### config.mk
export PLATFORM = sky130hd
export DESIGN_NAME = gate_scan_shifter
export DESIGN_NICKNAME = d
export VERILOG_FILES = /design/src/rtl/gss_pkg.sv /design/src/rtl/gss_stage_chain.sv /design/src/rtl/gss_cascade.sv /design/src/rtl/gss_out_gate.sv /design/src/rtl/gate_scan_shifter.sv
export SDC_FILE = /design/constraint.sdc
export NUM_CORES = 1
export LEC_CHECK = 0
export ABC_CLOCK_PERIOD_IN_PS = 1900
export BUFFER_PORTS_ARGS = -buffer_cell sky130_fd_sc_hd__buf_2
export CORE_ASPECT_RATIO = 0.6
export CORE_UTILIZATION = 52
export DETAILED_ROUTE_END_ITERATION = 16
export PLACE_DENSITY = 0.89
export SLEW_MARGIN = 40
export SYNTH_ARGS = -nofsm -noshare
export SYNTH_HDL_FRONTEND = slang
export SYNTH_SLANG_ARGS = --single-unit
### constraint.sdc
create_clock -name clk -period 1.9 [get_ports clk]
set_input_delay 0.285 -clock clk [delete_from_list [all_inputs] [get_ports clk]]
set_output_delay 0.285 -clock clk [all_outputs]
set_load 0.02 [all_outputs]
### src/rtl/gss_pkg.sv
package gss_pkg;
  localparam int GSS_STAGES = 128;
  localparam int GSS_SHORT  = 120;

  typedef enum logic {
    SCAN_DOWN = 1'b0,
    SCAN_UP   = 1'b1
  } scan_dir_e;
endpackage

### src/rtl/gss_stage_chain.sv
module gss_stage_chain #(
  parameter int N  = 128,
  parameter int NS = 120
) (
  input  logic         clk,
  input  logic         rst,
  input  logic         dir_up,
  input  logic         short_mode,
  input  logic         sp_r_i,
  input  logic         sp_l_i,
  output logic [N-1:0] stages
);
  logic [N-1:0] from_lo;
  logic [N-1:0] from_hi;
  logic [N-1:0] nxt;

  always_comb begin
    from_lo = {stages[N-2:0], sp_r_i};
    from_hi = {1'b0, stages[N-1:1]};
    if (short_mode) from_hi[NS-1] = sp_l_i;
    else            from_hi[N-1]  = sp_l_i;
  end

  for (genvar i = 0; i < N; i++) begin : g_stage
    localparam bit IN_SHORT = (i < NS);
    if (IN_SHORT) begin : g_core
      assign nxt[i] = dir_up ? from_lo[i] : from_hi[i];
    end else begin : g_tail
      assign nxt[i] = !short_mode && (dir_up ? from_lo[i] : from_hi[i]);
    end
  end

  always_ff @(posedge clk) begin
    if (rst) stages <= '0;
    else     stages <= nxt;
  end

  // upward step from stage 0 to stage 1
  a_r1_up_step: assert property (@(posedge clk) disable iff (rst)
    dir_up |=> stages[1] == $past(stages[0]));
  // downward step from stage 1 to stage 0
  a_r1_down_step: assert property (@(posedge clk) disable iff (rst)
    !dir_up |=> stages[0] == $past(stages[1]));
  // bypassed tail stays idle in the short setting
  a_r4_tail_idle: assert property (@(posedge clk) disable iff (rst)
    short_mode |=> stages[N-1:NS] == '0);
  // reset empties the register
  a_r7_reset_clear: assert property (@(posedge clk)
    rst |=> stages == '0);
endmodule

### src/rtl/gss_cascade.sv
module gss_cascade #(
  parameter int N  = 128,
  parameter int NS = 120
) (
  input  logic         clk,
  input  logic         rst,
  input  logic         dir_up,
  input  logic         short_mode,
  input  logic [N-1:0] stages,
  output logic         sp_r_o,
  output logic         sp_r_oe,
  output logic         sp_l_o,
  output logic         sp_l_oe
);
  logic tail_tap;
  logic casc_q;

  always_comb begin
    if (!dir_up)        tail_tap = stages[0];
    else if (short_mode) tail_tap = stages[NS-1];
    else                 tail_tap = stages[N-1];
  end

  always_ff @(negedge clk) begin
    if (rst) casc_q <= 1'b0;
    else     casc_q <= tail_tap;
  end

  assign sp_l_o  = casc_q;
  assign sp_r_o  = casc_q;
  assign sp_l_oe = dir_up;
  assign sp_r_oe = !dir_up;

  // the far-end stage raises the cascade on the next falling edge
  a_r5_casc_rise: assert property (@(negedge clk) disable iff (rst)
    tail_tap |=> casc_q);
  // the cascade drops once the far-end stage is empty
  a_r5_casc_fall: assert property (@(negedge clk) disable iff (rst)
    !tail_tap |=> !casc_q);
  // exactly one start pin is driven
  a_r8_one_driver: assert property (@(posedge clk) disable iff (rst)
    $countones({sp_l_oe, sp_r_oe}) == 1);
endmodule

### src/rtl/gss_out_gate.sv
module gss_out_gate #(
  parameter int N = 128
) (
  input  logic         clk,
  input  logic         rst,
  input  logic         blank,
  input  logic [N-1:0] stages,
  output logic [N-1:0] scan_o
);
  assign scan_o = stages & {N{!blank}};

  // blanking holds every scan line low
  a_r6_blank_low: assert property (@(posedge clk) disable iff (rst)
    blank |-> scan_o == '0);
endmodule

### src/rtl/gate_scan_shifter.sv
module gate_scan_shifter
  import gss_pkg::*;
#(
  parameter int N_STAGES = GSS_STAGES,
  parameter int N_SHORT  = GSS_SHORT
) (
  input  logic                clk,
  input  logic                rst,
  input  logic                scan_dir,
  input  logic                short_mode,
  input  logic                blank,
  input  logic                sp_r_i,
  output logic                sp_r_o,
  output logic                sp_r_oe,
  input  logic                sp_l_i,
  output logic                sp_l_o,
  output logic                sp_l_oe,
  output logic [N_STAGES-1:0] scan_o
);
  scan_dir_e            dir_sel;
  logic                 dir_up;
  logic [N_STAGES-1:0]  stages;

  assign dir_sel = scan_dir_e'(scan_dir);
  assign dir_up  = (dir_sel == SCAN_UP);

  gss_stage_chain #(.N(N_STAGES), .NS(N_SHORT)) u_chain (
    .clk(clk), .rst(rst), .dir_up(dir_up), .short_mode(short_mode),
    .sp_r_i(sp_r_i), .sp_l_i(sp_l_i), .stages(stages)
  );

  gss_cascade #(.N(N_STAGES), .NS(N_SHORT)) u_casc (
    .clk(clk), .rst(rst), .dir_up(dir_up), .short_mode(short_mode),
    .stages(stages), .sp_r_o(sp_r_o), .sp_r_oe(sp_r_oe),
    .sp_l_o(sp_l_o), .sp_l_oe(sp_l_oe)
  );

  gss_out_gate #(.N(N_STAGES)) u_gate (
    .clk(clk), .rst(rst), .blank(blank), .stages(stages), .scan_o(scan_o)
  );
endmodule

After elaboration in Yosys (flattened, before gate mapping). Cells that the tools add are included.

Flip-flop bits (word level): 129.

Mux-type cells: 132. Bitwise gates (word level): 1. Reductions and logical operators: 11.

Operator list (count): 2-to-1 mux 1 bit (132); bitwise AND 128 bit (1); logical AND 1 bit (8); logical NOT 1 bit (3).

Logic depth before layout (Yosys ltp).
Depth in word-level cells: 3. Depth in mapped cells: 5. Mapped depth without buffers: 2.

Hierarchy. Synthesis repeated with hierarchy kept, for this count alone.

Cell total of the unflattened synthesis: 566. Area, all modules: 5585.4 sq um.

Modules (own cells, without submodules): gss_stage_chain (sequential area each 2562.5 sq um, cells an instance 416, area each 4614.4 sq um, times used 1); gss_out_gate (sequential area each 0.0 sq um, cells an instance 142, area each 902.1 sq um, times used 1); gss_cascade (sequential area each 20.0 sq um, cells an instance 8, area each 68.8 sq um, times used 1).

==> reports/qor.csv <==
metric,value,unit
DP HPWL,7.490,mm
number of CTS-inserted buffers,17,
register clock-pin slew on the reported worst setup and hold paths,0.05,ns
synthesized area,5490,um^2
Crit-path slowest cell,dfxtp_2,
Worst Path Max Fanout,2,
Yosys Warn Count,0,
CP bufs+invs,1,
status,"complete, but fails checks",
Hold WC Path Type,in -> reg,
pre-CTS WS,0.06373,ns
Synth top area share,0.4704,
cell taking the most area after synthesis,dfxtp_1,
hold_ws,0.1502,ns
kind of critical path,reg -> out,
fraction of layout instances using a drive strength above 1,0.2507,
Worst Tran Pin Value,0.8035,ns
Residual DRC,0,
Most used DFF post-synth,dfxtp_1,
gpl congestion,0.7841,
GRT overflow,0,
1st-pass router iterations,4,
Max VDD drop,0.0007073,V
max-slew violations,0,
"Net count, final",688,
MaxCap Viol Count,0,
Crit path largest cell delay,0.33,ns
met2 usage,0.3510,
total negative slack,-0.4152,ns
Clock Latency Late Sink,0.42,ns
Worst Setup Start Kind,register,
clock root cell,clkbuf_16,
failing checks,negative setup slack,
RSZ-0062 raised after global routing,true,
PD cells,938.7,nW/um^2
Leak Pwr,3.365,nW
initial antenna violation count,0,
largest net degree at the start of global routing,129,
synthesized flop and latch total,129,
vias per cell,4.907,
first-pass GRT wire length,18.06,mm
die outline width,134.7,um
worst setup margin,-0.2083,ns
final hold vios,0,
DR WL/cell,13.97,um
dpl cell area,6136,um^2
postcts setup bufs,0,
Clock Sinks,129,
Crit path max-delay family,flip-flops,
row count,28,
Antenna Cells,0,
Syn Area/Cell,9.700,um^2
clk buf depth,2,
Slew headroom,0.4643,
met1 GRT Util,0.2693,
crit-path cells,buf_6,
GR Util met3,0.04938,
WP data arrival,1.82,ns
clk_skew,0.03073,ns
starting density of the core,0.5460,
routed via count,4068,
CTS tree,built,
Mapped Nets,573,
sequential fraction of the synthesis area,0.4704,
"EDFF count, synth",0,
starting DRC count in detailed routing,176,
Die Height,81.59,um
Post-Syn Instances,566,
IO buf count,138,
Critical Path End Type,output pin,
Syn-to-layout area delta,23.18,%
Routed WL,11.58,mm
dominant cells by area after synthesis,"dfxtp_1, mux2i_1, nor2b_1",
DIE AREA,10990,um^2
Final setup viols,2,
ys async rst share,0,
Synth top cells by count,"dfxtp_1, mux2i_1, nor2b_1",
I/O pins,139,
final instance area,6763,um^2
busiest layer in global routing,met2,
CP Data Required Time,1.62,ns
CORE AREA,10050,um^2
Unique masters post-synth,14,
vias in the first global route,3592,
H-tree levels,4,
Final ANT Viol Nets,0,
post-layout util,0.6726,
gr usage total,0.2111,
state kept, by name, summed over array words and instances, names as in the netlist:
| name | cells |
|---|---|
| u_chain.stages | 128 |
| u_casc.sp_l_o | 1 |
cells in the final DEF (no fill, tap or decap), types with 3 or more instances in the layout:
cell type,netlist,final
buf_12,0,3
nor2b_1,129,129
buf_4,7,3
clkbuf_16,0,17
bufinv_16,0,4
dfxtp_1,129,128
clkbuf_1,14,4
clkinv_2,0,3
mux2i_1,129,129
buf_2,14,133
nor2_1,128,127
buf_6,9,3
metal layers:
| layer | routed length [um] | vias to the layer above | part of all wire |
|---|---|---|---|
| li1 | - | 2056 | - |
| met1 | 5609 | 1925 | 0.48 |
| met2 | 5520 | 78 | 0.48 |
| met3 | 364 | 9 | 0.031 |
| met4 | 87 | 0 | 0.0075 |
| met5 | 0 | - | 0 |
power by group:
part | internal (W) | switching (W) | total (W) | leakage, nW
Clock | 0.00223 | 0.00114 | 0.00337 | 0.299
Combinational | 0.0000924 | 0.000167 | 0.000260 | 2.03
Sequential | 0.00271 | 0.00000556 | 0.00272 | 1.04
Total | 0.00504 | 0.00131 | 0.00635 | 3.36
layout make-up:
cell class	instances	area, um^2
repair buffers	142	782.0
well taps	135	168.9
multi-input cells	389	2608
inverters	1	3.754
flip-flops and latches	129	2584
clock inverters	11	162.7
clock buffers	22	454.2
fillers	799	3292
kinds of logic after synthesis:
logic type | count (synthesis) | synth area share
and+or+nand+nor | 258 | 0.2356
DFF | 129 | 0.4704
muxes | 129 | 0.2352
buffers and inverters | 48 | 0.05515
AOI/OAI and AO/OA | 2 | 0.003646
worst paths after layout:
check,start,endpoint,slack (ns),depth (start not counted)
worst min-delay path,sp_l_i,u_chain.stages[127],0.15,3
worst min register to register,u_chain.stages[28],u_chain.stages[27],0.51,2
worst max-delay path,u_casc.sp_l_o,sp_l_o,-0.21,1
worst max register to register,u_chain.stages[119],u_casc.sp_l_o,0.17,2
through the flow:
stage	total power, W	std cells
final	0.006348	829
after global routing	0.006558	829
after CTS	0.006389	829
after detailed placement	0.003038	797
after global placement	0.003032	797
after floorplan	0.003019	566
timing repair:
item,4_1_cts,5_1_grt
gates resized for setup,5,0
hold buffers,0,0
hold endpoints to repair,0,0
setup endpoints to repair,2,2
Note: power is estimated with default switching activity, not from simulation.
